$ cat src/rtl/ldma_pkg.sv
package ldma_pkg;
  timeunit 1ns;
  timeprecision 1ps;

  localparam int unsigned WORD_W = 32;
  localparam int unsigned LEN_W  = 13;
  localparam int unsigned BCNT_W = 6;

  typedef enum logic [2:0] {
    ST_IDLE, ST_FETCH, ST_LOAD, ST_WAIT, ST_RD, ST_WR, ST_NEXT, ST_HALT
  } state_e;

  typedef struct packed {
    logic              inc_src;
    logic              inc_tgt;
    logic              flow_src;
    logic              flow_tgt;
    logic              irq_start;
    logic              irq_end;
    logic              swap;
    logic [1:0]        size;
    logic [2:0]        step;
    logic [BCNT_W-1:0] epb;
    logic [LEN_W-1:0]  len;
  } cmd_t;
endpackage

$ cat src/rtl/ldma_cmd_decode.sv
module ldma_cmd_decode
  import ldma_pkg::*;
(
  input  logic [WORD_W-1:0] cmd_i,
  output cmd_t              dec_o
);
  timeunit 1ns;
  timeprecision 1ps;

  logic [1:0]        sz;
  logic [BCNT_W-1:0] bbytes;
  logic              unused_bits;

  assign unused_bits = ^{cmd_i[27:23], cmd_i[20:19], cmd_i[13]};

  always_comb begin
    sz = (cmd_i[15:14] == 2'd0) ? 2'd3 : cmd_i[15:14];
    case (cmd_i[17:16])
      2'd2:    bbytes = BCNT_W'(16);
      2'd3:    bbytes = BCNT_W'(32);
      default: bbytes = BCNT_W'(8);
    endcase
    dec_o.inc_src   = cmd_i[31];
    dec_o.inc_tgt   = cmd_i[30];
    dec_o.flow_src  = cmd_i[29];
    dec_o.flow_tgt  = cmd_i[28];
    dec_o.irq_start = cmd_i[22];
    dec_o.irq_end   = cmd_i[21];
    dec_o.swap      = cmd_i[18];
    dec_o.size      = sz;
    dec_o.step      = 3'd1 << (sz - 2'd1);
    dec_o.epb       = bbytes >> (sz - 2'd1);
    dec_o.len       = cmd_i[LEN_W-1:0];
  end
endmodule

$ cat src/rtl/ldma_swap.sv
module ldma_swap #(
  parameter int unsigned W = 32
) (
  input  logic [W-1:0] d_i,
  input  logic         en_i,
  output logic [W-1:0] d_o
);
  timeunit 1ns;
  timeprecision 1ps;

  localparam int unsigned NB = W / 8;

  for (genvar b = 0; b < NB; b++) begin : g_lane
    assign d_o[8*b +: 8] = en_i ? d_i[8*(NB-1-b) +: 8] : d_i[8*b +: 8];
  end
endmodule

$ cat src/rtl/ldma_burst_track.sv
module ldma_burst_track #(
  parameter int unsigned CW = 6
) (
  input  logic          clk_i,
  input  logic          rst_ni,
  input  logic          clear_i,
  input  logic          step_i,
  input  logic [CW-1:0] epb_i,
  output logic          last_o
);
  timeunit 1ns;
  timeprecision 1ps;

  logic [CW-1:0] cnt_q;

  assign last_o = (cnt_q == epb_i - CW'(1));

  always_ff @(posedge clk_i or negedge rst_ni) begin
    if (!rst_ni)      cnt_q <= '0;
    else if (clear_i) cnt_q <= '0;
    else if (step_i)  cnt_q <= last_o ? '0 : cnt_q + CW'(1);
  end

  // burst position never runs past the burst length
  assert_burst_in_range_R8: assert property (@(posedge clk_i) disable iff (!rst_ni)
    step_i |-> (cnt_q < epb_i));
endmodule

$ cat src/rtl/ldma_channel.sv
module ldma_channel
  import ldma_pkg::*;
#(
  parameter int unsigned ALIGN_LSB = 3,
  parameter int unsigned LINK_LSB  = 4
) (
  input  logic              clk_i,
  input  logic              rst_ni,
  input  logic              run_i,
  input  logic [WORD_W-1:0] first_desc_i,
  input  logic              unalign_ok_i,
  input  logic              periph_req_i,
  output logic              mem_req_o,
  output logic              mem_we_o,
  output logic [WORD_W-1:0] mem_addr_o,
  output logic [1:0]        mem_size_o,
  output logic [WORD_W-1:0] mem_wdata_o,
  input  logic              mem_gnt_i,
  input  logic [WORD_W-1:0] mem_rdata_i,
  input  logic              mem_err_i,
  output logic              start_evt_o,
  output logic              end_evt_o,
  output logic              buserr_evt_o,
  output logic              stopped_o
);
  timeunit 1ns;
  timeprecision 1ps;

  localparam int unsigned   IDX_W      = LINK_LSB - 2;
  localparam logic [WORD_W-1:0] ALIGN_MASK = ~((WORD_W'(1) << ALIGN_LSB) - WORD_W'(1));
  localparam logic [WORD_W-1:0] LINK_MASK  = ~((WORD_W'(1) << LINK_LSB) - WORD_W'(1));

  state_e            st_q;
  logic [IDX_W-1:0]  idx_q;
  logic [WORD_W-1:0] ptr_q, next_q, src_q, tgt_q, cmd_q, data_q;
  logic [LEN_W-1:0]  rem_q;
  logic              err_q;

  cmd_t dec;
  logic xfer, fault, ok, last_elem, flow, burst_last;

  ldma_cmd_decode u_dec (.cmd_i(cmd_q), .dec_o(dec));

  ldma_burst_track #(.CW(BCNT_W)) u_burst (
    .clk_i  (clk_i),
    .rst_ni (rst_ni),
    .clear_i(st_q == ST_LOAD),
    .step_i (st_q == ST_WR && ok),
    .epb_i  (dec.epb),
    .last_o (burst_last)
  );

  ldma_swap #(.W(WORD_W)) u_swap (.d_i(data_q), .en_i(dec.swap), .d_o(mem_wdata_o));

  assign xfer      = mem_req_o & mem_gnt_i;
  assign fault     = xfer & mem_err_i;
  assign ok        = xfer & ~mem_err_i;
  assign last_elem = rem_q <= LEN_W'(dec.step);
  assign flow      = dec.flow_src | dec.flow_tgt;

  always_comb begin
    mem_req_o  = (st_q == ST_FETCH) || (st_q == ST_RD) || (st_q == ST_WR);
    mem_we_o   = (st_q == ST_WR);
    mem_size_o = (st_q == ST_FETCH) ? 2'd3 : dec.size;
    case (st_q)
      ST_RD:   mem_addr_o = src_q;
      ST_WR:   mem_addr_o = tgt_q;
      default: mem_addr_o = ptr_q + WORD_W'({idx_q, 2'b00});
    endcase
  end

  assign start_evt_o  = (st_q == ST_LOAD) && dec.irq_start;
  assign end_evt_o    = (st_q == ST_NEXT) && dec.irq_end;
  assign buserr_evt_o = err_q;
  assign stopped_o    = (st_q == ST_IDLE) || (st_q == ST_HALT);

  always_ff @(posedge clk_i or negedge rst_ni) begin
    if (!rst_ni) begin
      st_q   <= ST_IDLE;
      idx_q  <= '0;
      ptr_q  <= '0;
      next_q <= '0;
      src_q  <= '0;
      tgt_q  <= '0;
      cmd_q  <= '0;
      data_q <= '0;
      rem_q  <= '0;
      err_q  <= 1'b0;
    end else begin
      err_q <= fault;
      if (!run_i) begin
        st_q <= ST_IDLE;
      end else begin
        case (st_q)
          ST_IDLE: begin
            ptr_q <= first_desc_i & LINK_MASK;
            idx_q <= '0;
            st_q  <= ST_FETCH;
          end
          ST_FETCH: begin
            if (fault) st_q <= ST_HALT;
            else if (ok) begin
              if (idx_q == IDX_W'(0))      next_q <= mem_rdata_i;
              else if (idx_q == IDX_W'(1)) src_q  <= mem_rdata_i;
              else if (idx_q == IDX_W'(2)) tgt_q  <= mem_rdata_i;
              else                         cmd_q  <= mem_rdata_i;
              idx_q <= idx_q + IDX_W'(1);
              if (&idx_q) st_q <= ST_LOAD;
            end
          end
          ST_LOAD: begin
            src_q <= unalign_ok_i ? src_q : (src_q & ALIGN_MASK);
            tgt_q <= unalign_ok_i ? tgt_q : (tgt_q & ALIGN_MASK);
            rem_q <= dec.len;
            if (dec.len == '0) st_q <= ST_NEXT;
            else if (flow)     st_q <= ST_WAIT;
            else               st_q <= ST_RD;
          end
          ST_WAIT: if (periph_req_i) st_q <= ST_RD;
          ST_RD: begin
            if (fault) st_q <= ST_HALT;
            else if (ok) begin
              data_q <= mem_rdata_i;
              st_q   <= ST_WR;
            end
          end
          ST_WR: begin
            if (fault) st_q <= ST_HALT;
            else if (ok) begin
              if (dec.inc_src) src_q <= src_q + WORD_W'(dec.step);
              if (dec.inc_tgt) tgt_q <= tgt_q + WORD_W'(dec.step);
              rem_q <= last_elem ? '0 : rem_q - LEN_W'(dec.step);
              if (last_elem)               st_q <= ST_NEXT;
              else if (burst_last && flow) st_q <= ST_WAIT;
              else                         st_q <= ST_RD;
            end
          end
          ST_NEXT: begin
            if (next_q[0]) st_q <= ST_HALT;
            else begin
              ptr_q <= next_q & LINK_MASK;
              idx_q <= '0;
              st_q  <= ST_FETCH;
            end
          end
          default: st_q <= ST_HALT;
        endcase
      end
    end
  end

  // request held with stable address until granted
  assert_req_hold_R2: assert property (@(posedge clk_i) disable iff (!rst_ni)
    (mem_req_o && !mem_gnt_i && run_i) |=> (mem_req_o && $stable(mem_addr_o) && $stable(mem_we_o)));

  assert_err_halts_R11: assert property (@(posedge clk_i) disable iff (!rst_ni)
    (mem_req_o && mem_gnt_i && mem_err_i) |=> (!mem_req_o && stopped_o && buserr_evt_o));

  assert_run_low_quiet_R12: assert property (@(posedge clk_i) disable iff (!rst_ni)
    !run_i |=> (!mem_req_o && stopped_o));

  assert_evt_exclusive_R6: assert property (@(posedge clk_i) disable iff (!rst_ni)
    $onehot0({start_evt_o, end_evt_o, buserr_evt_o}));

  assert_burst_paced_R8: assert property (@(posedge clk_i) disable iff (!rst_ni)
    (st_q == ST_RD && $past(st_q) == ST_WAIT) |-> $past(periph_req_i));
endmodule

$ cat config.mk
export PLATFORM = sky130hd
export DESIGN_NAME = ldma_channel
export DESIGN_NICKNAME = d
export VERILOG_FILES = /design/src/rtl/ldma_pkg.sv /design/src/rtl/ldma_cmd_decode.sv /design/src/rtl/ldma_swap.sv /design/src/rtl/ldma_burst_track.sv /design/src/rtl/ldma_channel.sv
export SDC_FILE = /design/constraint.sdc
export NUM_CORES = 1
export LEC_CHECK = 0
export ABC_CLOCK_PERIOD_IN_PS = 3750
export BUFFER_PORTS_ARGS = -buffer_cell sky130_fd_sc_hd__buf_2
export CAP_MARGIN = 20
export CORE_UTILIZATION = 50
export DETAILED_ROUTE_END_ITERATION = 10
export GPL_TIMING_DRIVEN = 1
export PLACE_DENSITY = 0.81
export SLEW_MARGIN = 25
export SYNTH_ARGS = -nofsm -noshare
export SYNTH_HDL_FRONTEND = slang
export SYNTH_SLANG_ARGS = --single-unit
$ cat constraint.sdc
create_clock -name clk_i -period 3.75 [get_ports clk_i]
set_input_delay 0.1875 -clock clk_i [delete_from_list [all_inputs] [get_ports clk_i]]
set_output_delay 0.1875 -clock clk_i [all_outputs]
set_load 0.05 [all_outputs]
# Yosys cells after proc, flatten, opt, wreduce, memory -nomap -nowiden
# Cells that the tools add are included.
# Widths: inputs -> output; s select.
# totals
output_inout_bits,72
input_bits,71
regBits,217
# op_classes
n_reduce_logical,29
shift,2
n_eq_ne,29
n_lt_le_gt_ge,1
add_sub_neg,8
mux,54
bitwise_logic,10
# ops
operator,count
$mux 32,16
$pmux 32 s3,2
$pmux 32 s2,2
$add 32x3->32,2
$mux 3,15
$mux 13,3
$add 32x4->32,1
$mux 8,4
$pmux 13 s2,1
$reduce_and 11->1,2
$pmux 3 s7,1
$reduce_and 10->1,2
$mux 6,3
$reduce_and 5->1,3
$ne 2x2->1 const B,7
$le 13x3->1,1
$logic_not 13->1,1
$sub 13x3->13,1
$eq 3x3->1 const B,4
$pmux 6 s2,1
$mux 2,5
$ne 2x1->1 const B,5
$ne 4x4->1 const B,2
$reduce_and 4->1,2
other kinds (27),47

# Longest topological paths before layout
# Gate-level depths: netlist of the first run.
# depth
word_depth,13
mapped_depth,12

# By module
# Synthesis of the first run repeated with hierarchy kept, for this count alone.
# unflattened
hier_cells,1303
area_unflattened_um2,12719.7
# modules_own_cells
mod,cells_each,area_each_um2,seq_area_each_um2,instances
ldma_channel,1162,11324.6,5104.9,1
ldma_burst_track,63,545.5,150.1,1
ldma_swap,36,544.3,0.0,1
ldma_cmd_decode,42,305.3,0.0,1

# Worst setup path after synthesis of the first run
# No wires, ideal clock.
# synth_path
path_kind,register -> register
from,reg cmd_q[14]
to,reg rem_q[0]
arrival_ns,2.524
t_required_ns,3.620
path_buffers,1
path_slack_ns,1.096
stages_incl_launch_ff,13
setup_ns,0.130
period_less_slack_ns,2.654
cell_sequence,dfrtp_1 -> inv_1 -> ha_1 -> inv_1 -> ha_1 -> nor2b_1 -> o21ai_0 -> a21oi_1 -> o21ai_2 -> buf_2 -> nor2_1 -> a211oi_1 -> a21oi_1
# synth_via
elab_chain_cells,9
word_cells_on_any_way,10
# synth_lines
item,line_no,text
"start, declared",ldma_channel.sv:35,"logic [WORD_W-1:0] ptr_q, next_q, src_q, tgt_q, cmd_q, data_q;"
"start signal, assigned",ldma_channel.sv:106,else cmd_q <= mem_rdata_i;
$logic_not 2->1,ldma_cmd_decode.sv:17,sz = (cmd_i[15:14] == 2'd0) ? 2'd3 : cmd_i[15:14];
$mux 2 *,ldma_cmd_decode.sv:17,
$sub 2x1->2 *,ldma_cmd_decode.sv:31,dec_o.step = 3'd1 << (sz - 2'd1);
$shl 1x2->3 *,ldma_cmd_decode.sv:31,
$sub 13x3->13 / $le 13x3->1 (equally long branches),"ldma_channel.sv:132, ldma_channel.sv:58",
$mux 13 *,ldma_channel.sv:132,rem_q <= last_elem ? '0 : rem_q - LEN_W'(dec.step);
$mux 13 *,ldma_channel.sv:129,else if (ok) begin
$mux 13 *,ldma_channel.sv:128,if (fault) st_q <= ST_HALT;
$pmux 13 s2 *,ldma_channel.sv:94,case (st_q)
"end signal, assigned",ldma_channel.sv:114,rem_q <= dec.len;
"end signal, assigned",ldma_channel.sv:132,
"end, declared",ldma_channel.sv:36,logic [LEN_W-1:0] rem_q;
# Every way passes the cells marked *; elsewhere a longest branch is shown, timed or not. The select of a mux whose other input is x is not followed.
# A chain may end at the register's enable or synchronous reset.

# Worst setup path in the final report of the first run
# layout_path
from,reg cmd_q[14]
to,reg rem_q[6]
# Same word-level chain as after synthesis.

==> impl_metrics.env, run 1 <==
export IMPL_status="finished clean"
export IMPL_cp_required_ps=4120
export IMPL_ys_seq_elements=202
export IMPL_worstPathCellList="inv_1 > ha_1 > inv_1 > ha_1 > nor2b_1 > o21ai_0 > a21oi_1 > o21ai_2 > inv_1 > a32oi_1 > o21ai_1"
export IMPL_fillCellCount=1845
export IMPL_antenna_found_initial=1
export IMPL_viasPerCell=6.44
export IMPL_crit_path_start_kind="flop"
export IMPL_synth_cell_type_count=73
export IMPL_grt_pass1_vias=10000
export IMPL_vias=10500
export IMPL_gp_congestion=0.966
export IMPL_final_setup_skew_ps=23.3
export IMPL_cap_viol_max_count=0
export IMPL_yosysTopAreaCellShare_pct=43.5
export IMPL_powerDensity_mw_per_mm2=883
export IMPL_dpl_cell_area_mm2=0.0125
export IMPL_crit_top_cell="inv_1"
export IMPL_grtUsageTotal_pct=29.9
export IMPL_ant_nets=0
export IMPL_syn_area_per_cell_um2=9.54
export IMPL_post_cts_buffers=0
export IMPL_cts_tree="done"
export IMPL_synthMostInstantiatedCell="dfrtp_1"
export IMPL_die_h_um=154
export IMPL_clockRootBuffer="clkbuf_16"
export IMPL_drive_gt1_share_pct=24.6
export IMPL_grt_max_degree=76
export IMPL_clkSinkCount=202
export IMPL_worstMarginPinSlew_ps=972
export IMPL_grt_first_pass_wirelength_um=55600
export IMPL_rsz0062_at_grt="false"
export IMPL_synth_edf_count=0
export IMPL_num_io_pins=143
export IMPL_crit_path_end_kind="flop"
export IMPL_wl_per_cell_um=21.9
export IMPL_cp_top_family="compound AO/OA/AOI/OAI gates"
export IMPL_yosys_warnings=0
export IMPL_yosys_most_used_dff="dfrtp_1"
export IMPL_hold_viol=0
export IMPL_worst_path_max_fanout=16
export IMPL_async_flop_share_pct=100
export IMPL_min_period_ps=3360
export IMPL_max_stage_delay_ps=570
export IMPL_layout_nets=1422
export IMPL_slowest_stage="o21ai_2"
export IMPL_cts_resized=0
export IMPL_area_growth_pct=14.4
export IMPL_finalCritPeriodShare_pct=89.7
export IMPL_fin_area_mm2=0.0133
export IMPL_crit_arrival_ps=3740
export IMPL_relSlewSlack_pct=35.2
export IMPL_synth_nets=1312
export IMPL_path_class="reg -> reg"
export IMPL_dr_first_iter_drc_count=1141
export IMPL_grt_overflow=0
export IMPL_tns_ps=0
export IMPL_worst_hold_slack_ps=2.43
export IMPL_p_leak_nw=6.23
export IMPL_setup_viol_count_final=0
export IMPL_min_path_type="in -> reg"
export IMPL_first_pass_iters=8
export IMPL_netlist_area_mm2=0.0116
export IMPL_insertion_delay_ps=510
export IMPL_die_area_mm2=0.0239
export IMPL_ys_seq_area_share_pct=43.5
export IMPL_wl_um=35700
export IMPL_synthTopCellsByCount="202 x dfrtp_1, 123 x nand2_1, 123 x o21ai_0"
export IMPL_htreeDepth=1
export IMPL_syn_inst=1219
export IMPL_io_buffers=138
export IMPL_path_clk_slew_ps=70
export IMPL_netlist_top_cell_by_area="dfrtp_1"
export IMPL_numCtsBuffers=21
export IMPL_timing_fmax_mhz=297
export IMPL_row_count=55
export IMPL_crit_buf_inv=3
export IMPL_drc=0
export IMPL_ys_top_cells_by_area="dfrtp_1 43%, mux2_2 11%, o21ai_0 5.3%"
export IMPL_core_area_mm2=0.0227
export IMPL_slew_violations=0
export IMPL_cts_buffer_depth=3
export IMPL_vdd_drop_max_uv=834
export IMPL_dp_hpwl_um=24000
export IMPL_dieWidth_um=154
export IMPL_start_util_pct=51.2
layer usage:
metal / vias to the layer above / routed length (µm) / global-route usage (%)
met2: 625 / 15700 / 45.1
met3: 129 / 3840 / 6.19
met1: 5044 / 14200 / 40.7
met4: 0 / 1990 / 16.0
li1: 4685 / - / -
met5: - / 0 / 0
final timing paths:
path | slack (ps) | to | depth (start not counted) | start
worst min register to register | 500 | next_q[30]$_DFFE_PN0P_ | 1 | next_q[30]$_DFFE_PN0P_
worst max register to register | 390 | rem_q[6]$_DFFE_PN0P_ | 11 | cmd_q[14]$_DFFE_PN0P_
worst min-delay path | 2 | ptr_q[27]$_DFFE_PN0P_ | 3 | first_desc_i[27]
min in group asynchronous | 290 | data_q[5]$_DFFE_PN0P_ | 2 | rst_ni
worst max-delay path | 390 | rem_q[6]$_DFFE_PN0P_ | 11 | cmd_q[14]$_DFFE_PN0P_
max in group asynchronous | 2580 | tgt_q[6]$_DFFE_PN0P_ | 3 | rst_ni
cell usage in the layout, fill, tap and decap left out, types with 11 or more instances in the layout:
master | synthesis | routed
o21ai_0 | 123 | 123
a22o_1 | 14 | 14
nor3_1 | 20 | 20
a21oi_1 | 103 | 103
nor2_1 | 87 | 86
nor3b_1 | 12 | 11
and3_1 | 12 | 12
mux2_2 | 117 | 117
inv_1 | 20 | 20
dfrtp_1 | 202 | 201
buf_4 | 3 | 19
nand3_1 | 29 | 29
clkbuf_16 | 0 | 21
nand4_1 | 11 | 11
ha_1 | 19 | 19
mux2i_1 | 60 | 60
nand2_1 | 123 | 121
buf_2 | 22 | 137
a31oi_1 | 21 | 21
power breakdown:
group	leakage [nW]	internal [mW]	total [mW]	switching, mW
clock	0.329	1.22	2.10	0.882
sequential	2.55	3.01	3.82	0.809
combinational	3.35	1.92	5.82	3.90
total	6.23	6.15	11.7	5.59
worst register-to-register path, delay by kind of cell (launching register included):
family | cells | cell delay [ps]
AND/OR/NAND/NOR | 1 | 130
adder cells (fa/ha/maj) | 2 | 770
buffers and inverters | 3 | 460
AO/OA/AOI/OAI | 5 | 1450
flip-flops | 1 | 410
metrics by stage:
step	std cells	setup WS, ps	utilization (%)	power, mW
floorplan	1219	1100	-	8.00
global placement	1582	611	55.1	9.30
detailed placement	1582	413	55.1	9.50
CTS	1628	414	58.5	11.7
global route	1628	98.4	58.6	12.3
finish	1629	385	58.6	11.7
flip-flops by register name, indices dropped and copies added, names as in the netlist:
name / count
data_q: 32
idx_q: 2
cmd_q: 24
ptr_q: 28
buserr_evt_o: 1
rem_q: 13
u_burst.cnt_q: 6
next_q: 29
st_q: 3
src_q: 32
tgt_q: 32
timing repair:
action / CTS / global route
endpoints found under the hold margin: 82 / 0
endpoints found under the setup margin: 0 / 0
hold buffers: 9 / 0
cell families after synthesis:
family | synth area share [%]
xor gates and xnor gates | 1.13
AOI/OAI and AO/OA | 17.9
buffers and inverters | 3.66
adders and majority gates | 2.56
and+or+nand+nor | 14.8
DFF | 43.5
muxes | 16.5
final cells by class:
type	count	area, µm²	share of cell area (%)
multi-input cells	916	6170	46.4
flip-flops and latches	202	5060	38.0
repair buffers	167	952	7.16
clock buffers	31	623	4.68
well taps	285	357	2.68
inverters	21	78.8	0.593
clock inverters	6	62.6	0.470
diodes	1	2.50	0.0188
Note: power is estimated with default switching activity, not from simulation.
==> run 2, diff against run 1 <==
CORE_UTILIZATION = 49   (was 50)
PLACE_DENSITY = 0.8   (was 0.81)
==> run 2 against run 1 <==
Sequential power barely moved; hold slack worse by 1.4 ps; register-to-register slack improved by 230 ps; sequential share of layout area down 0.64 points; design area is 1.7% higher; setup slack improved by 68 ps; critical endpoint is now mem_addr_o[2]; largest power group unchanged.
==> impl_metrics.env, run 2 (synthesis gave the netlist of run 1 again) <==
export IMPL_stdcell_count=1665
export IMPL_drc=0
export IMPL_clockRootBuffer="clkbuf_16"
export IMPL_worst_path_max_fanout=42
export IMPL_dpl_cell_area_mm2=0.0126
export IMPL_hold_end="ptr_q[20]$_DFFE_PN0P_"
export IMPL_crit_buf_inv=1
export IMPL_switching_share_pct=46.3
export IMPL_row_count=55
export IMPL_cts_tree="done"
export IMPL_r2r_end="rem_q[1]$_DFFE_PN0P_"
export IMPL_powerDensity_mw_per_mm2=897
export IMPL_cp_required_ps=3560
export IMPL_post_cts_buffers=0
export IMPL_ant_nets=0
export IMPL_reg_largest_list="data_q (32), src_q (32), tgt_q (32)"
export IMPL_clkSinkCount=202
export IMPL_path_clk_slew_ps=60
export IMPL_p_sw_mw=5.62
export IMPL_hold_viol=0
export IMPL_grtUsageTotal_pct=29.8
export IMPL_layout_commonest_cell="dfrtp_1"
export IMPL_drive_gt1_share_pct=24.8
export IMPL_vias=10600
export IMPL_cts_buffer_depth=3
export IMPL_num_io_pins=143
export IMPL_p_int_mw=6.51
export IMPL_diodes=0
export IMPL_io_buffers=138
export IMPL_antenna_found_initial=2
export IMPL_final_cell_mix="201 x dfrtp_1, 137 x buf_2, 123 x o21ai_0"
export IMPL_status="finished clean"
export IMPL_layout_nets=1429
export IMPL_insertion_delay_ps=510
export IMPL_first_pass_iters=6
export IMPL_min_period_ps=3300
export IMPL_p_leak_nw=6.33
export IMPL_area_growth_pct=16.4
export IMPL_die_area_mm2=0.0243
export IMPL_pwr_share_comb_pct=48.0
export IMPL_slowest_stage="dfrtp_1"
export IMPL_rsz0062_at_grt="false"
export IMPL_core_area_mm2=0.0230
export IMPL_hold_start="first_desc_i[20]"
export IMPL_gp_congestion=0.934
export IMPL_grt_first_pass_wirelength_um=56100
export IMPL_dieWidth_um=156
export IMPL_setup_viol_count_final=0
export IMPL_wl_per_cell_um=21.6
export IMPL_clkPwrFrac_pct=20.6
export IMPL_cap_viol_max_count=0
export IMPL_finalCritPeriodShare_pct=87.9
export IMPL_worst_r2r_cell_count=12
export IMPL_r2r_start="cmd_q[14]$_DFFE_PN0P_"
export IMPL_htreeDepth=1
export IMPL_cp_top_family="flip-flops"
export IMPL_placed_cells=1611
export IMPL_path_class="reg -> out"
export IMPL_crit_path_end_kind="output port"
export IMPL_start_util_pct=50.6
export IMPL_vdd_drop_max_uv=738
export IMPL_relSlewSlack_pct=38.5
export IMPL_grt_pass1_vias=10000
export IMPL_ctsHoldBuffers=13
export IMPL_viasPerCell=6.35
export IMPL_max_stage_delay_ps=770
export IMPL_dp_hpwl_um=23900
export IMPL_tns_ps=0
export IMPL_final_setup_skew_ps=7.05
export IMPL_r2r_slack_ps=620
export IMPL_grt_overflow=0
export IMPL_timing_fmax_mhz=303
export IMPL_cts_resized=0
export IMPL_crit_arrival_ps=3110
export IMPL_fin_area_mm2=0.0135
export IMPL_whs_path_depth=3
export IMPL_worstMarginPinSlew_ps=923
export IMPL_worst_hold_slack_ps=1.01
export IMPL_die_h_um=156
export IMPL_wl_um=35900
export IMPL_crit_path_start_kind="flop"
export IMPL_slew_violations=0
export IMPL_grt_max_degree=125
export IMPL_numCtsBuffers=23
export IMPL_worstPathCellList="nand2_2 > o21ai_0 > buf_2"
export IMPL_min_path_type="in -> reg"
export IMPL_dr_first_iter_drc_count=1369
export IMPL_p_seq_share_pct=31.4
run 2: cell types whose count changed in the layout (fill, tap and decap cells not counted):
| cell | before | now |
|---|---|---|
| clkinvlp_4 | 3 | 1 |
| diode_2 | 1 | 0 |
| dlygate4sd3_1 | 9 | 13 |
| bufinv_16 | 1 | 5 |
| clkinv_2 | 2 | 3 |
| clkbuf_16 | 21 | 23 |
| buf_8 | 0 | 1 |
| buf_4 | 19 | 20 |
| clkbuf_8 | 7 | 5 |
run 2: per-stage QoR:
step	utilization [%]	total power, mW	setup slack [ps]
after global routing	58.9	12.8	269
after CTS	58.8	12.0	535
final	58.9	12.1	453
after floorplan	-	8.00	1100
after global placement	54.6	9.30	747
after detailed placement	54.6	9.48	679
run 2: final cells by class:
class	count	area [µm²]
fillers	1906	9460
multi-input cells	916	6170
flip-flops and latches	202	5060
repair buffers	172	1000
clock buffers	32	659
well taps	313	392
clock inverters	9	173
inverters	21	78.8
run 2: power by group through the flow:
stage / clock (mW) / combinational (mW) / sequential (mW)
detailed placement: 0 / 5.69 / 3.79
CTS: 2.50 / 5.76 / 3.78
finish: 2.50 / 5.83 / 3.81
global placement: 0 / 5.57 / 3.73
global route: 2.60 / 6.24 / 3.91
floorplan: 0 / 4.50 / 3.50
run 2: worst max path at each step:
stage / start / endpoint / slack [ps] / cells past startpoint
floorplan: cmd_q[14]$_DFFE_PN0P_ / rem_q[0]$_DFFE_PN0P_ / 1100 / 12
global placement: cmd_q[14]$_DFFE_PN0P_ / rem_q[1]$_DFFE_PN0P_ / 750 / 12
detailed placement: cmd_q[14]$_DFFE_PN0P_ / rem_q[1]$_DFFE_PN0P_ / 680 / 12
CTS: st_q[2]$_DFFE_PN0P_ / mem_addr_o[2] / 530 / 3
global route: st_q[2]$_DFFE_PN0P_ / mem_addr_o[2] / 270 / 3
finish: st_q[2]$_DFFE_PN0P_ / mem_addr_o[2] / 450 / 3
run 2: layer usage:
metal | track usage [%] | vias up | wire (µm)
met2 | 46.0 | 596 | 16300
li1 | - | 4688 | -
met3 | 5.81 | 103 | 3340
met5 | 0 | - | 12
met1 | 40.3 | 5187 | 14600
met4 | 13.8 | 2 | 1690
run 2: tightest hold or removal path: cells and delay by family:
family	cells	cell delay [ps]
mux	1	60
buf+inv	1	80
compound gates	1	130
==> run 3, diff against run 2 <==
CORE_ASPECT_RATIO = 2   (was not set)
CTS_BUF_LIST = sky130_fd_sc_hd__clkbuf_4   (was not set)
==> run 3 against run 2 <==
Combinational power up 3%; largest cell class unchanged; clock skew up 53 ps; critical path depth up 8; clock-buffer cell count up 39; sequential power up 1%; first-iteration DRC count down 25%; critical path type is now reg -> reg; hold slack better by 76 ps.
==> impl_metrics.env, run 3 (synthesis gave the netlist of run 1 again) <==
export IMPL_path_clk_slew_ps=80
export IMPL_crit_path_start_kind="flop"
export IMPL_cts_resized=0
export IMPL_ctsHoldBuffers=66
export IMPL_layout_nets=1513
export IMPL_timing_fmax_mhz=315
export IMPL_dp_hpwl_um=27300
export IMPL_finalCritPeriodShare_pct=84.6
export IMPL_startpoint="cmd_q[14]$_DFFE_PN0P_"
export IMPL_cts_tree="done"
export IMPL_start_util_pct=50.1
export IMPL_final_cell_mix="200 x dfrtp_1, 137 x buf_2, 123 x o21ai_0"
export IMPL_vdd_drop_max_uv=858
export IMPL_io_buffers=138
export IMPL_p_total_mw=11.7
export IMPL_hold_viol=0
export IMPL_crit_arrival_ps=3740
export IMPL_core_area_mm2=0.0232
export IMPL_die_h_um=220
export IMPL_gp_congestion=0.956
export IMPL_dp_slack_ps=538
export IMPL_cap_viol_max_count=0
export IMPL_first_pass_iters=6
export IMPL_dr_first_iter_drc_count=1022
export IMPL_grt_overflow=0
export IMPL_reg_largest_list="data_q (32), src_q (32), tgt_q (32)"
export IMPL_viasPerCell=6.37
export IMPL_grt_first_pass_wirelength_um=63000
export IMPL_row_count=79
export IMPL_critPathCapture="rem_q[6]$_DFFE_PN0P_"
export IMPL_crit_path_end_kind="flop"
export IMPL_vias=11100
export IMPL_slew_violations=0
export IMPL_path_class="reg -> reg"
export IMPL_status="finished clean"
export IMPL_worst_path_max_fanout=9
export IMPL_rsz0062_at_grt="false"
export IMPL_layout_commonest_cell="dfrtp_1"
export IMPL_antenna_found_initial=4
export IMPL_grt_max_degree=78
export IMPL_drive_gt1_share_pct=26.1
export IMPL_stdcell_count=1741
export IMPL_drc=0
export IMPL_htreeDepth=2
export IMPL_r2r_start="cmd_q[14]$_DFFE_PN0P_"
export IMPL_cp_required_ps=4310
export IMPL_clockRootBuffer="clkbuf_4"
export IMPL_insertion_delay_ps=720
export IMPL_grt_pass1_vias=11600
export IMPL_min_path_type="in -> async"
export IMPL_worstMarginPinSlew_ps=1130
export IMPL_numCtsBuffers=49
export IMPL_r2r_end="rem_q[6]$_DFFE_PN0P_"
export IMPL_wl_um=40500
export IMPL_dieWidth_um=111
export IMPL_min_period_ps=3170
export IMPL_r2r_slack_ps=580
export IMPL_die_area_mm2=0.0244
export IMPL_post_cts_buffers=0
export IMPL_post_route_util_pct=59.6
export IMPL_placed_cells=1586
export IMPL_area_growth_pct=19.2
export IMPL_final_setup_skew_ps=60.1
export IMPL_setup_viol_count_final=0
export IMPL_num_io_pins=143
export IMPL_p_leak_nw=6.53
export IMPL_tns_ps=0
export IMPL_powerDensity_mw_per_mm2=845
export IMPL_ant_nets=0
export IMPL_cts_buffer_depth=3
export IMPL_worst_slack_ps=577
export IMPL_relSlewSlack_pct=24.5
export IMPL_grtUsageTotal_pct=33.7
export IMPL_worst_r2r_cell_count=11
export IMPL_clkSinkCount=202
export IMPL_wl_per_cell_um=23.2
-- run 3: layer usage --
metal / vias up / track usage, % / routed length, µm
li1: 4883 / - / -
met3: 206 / 4.92 / 2620
met5: - / 0 / 0
met1: 5387 / 35.0 / 13500
met4: 0 / 32.1 / 4090
met2: 608 / 58.0 / 20300
-- run 3: how the worst min path moves through the flow --
| stage | end | slack [ps] | start |
|---|---|---|---|
| floorplan | buserr_evt_o$_DFF_PN0_ | -110 | rst_ni |
| global placement | data_q[24]$_DFFE_PN0P_ | 260 | rst_ni |
| detailed placement | data_q[24]$_DFFE_PN0P_ | 260 | rst_ni |
| CTS | data_q[24]$_DFFE_PN0P_ | 50 | rst_ni |
| global route | data_q[24]$_DFFE_PN0P_ | 110 | rst_ni |
| finish | next_q[16]$_DFFE_PN0P_ | 80 | rst_ni |
-- run 3: critical path, cell delays in order, from the launching register on --
cell and delay, ps:
dfrtp_1 410, inv_1 100, ha_1 410, inv_1 150, ha_1 310, nor2b_1 130, o21ai_0 380, a21oi_1 230
o21ai_2 410, inv_1 180, a32oi_1 260, o21ai_1 90
-- run 3: final cells by class --
class	count	area (µm²)
clock buffer	71	533
antenna	5	12.5
sequential	202	5060
tap	283	354
fill	1907	9380
timing repair buffer	230	1590
multi-input combinational	916	6170
clock inverter	13	60.1
inverter	21	78.8
-- run 3: where the power goes --
| group | total, mW | internal, mW | switching, mW |
|---|---|---|---|
| clock | 1.82 | 0.869 | 0.946 |
| combinational | 6.03 | 2.00 | 4.03 |
| sequential | 3.86 | 3.01 | 0.855 |
-- run 3: per-stage QoR --
stage	instance area, µm²	hold slack [ps]
after floorplan	11600	-108
after global placement	12600	257
after detailed placement	12600	259
after CTS	13800	53.9
after global routing	13900	110
final	13900	76.5
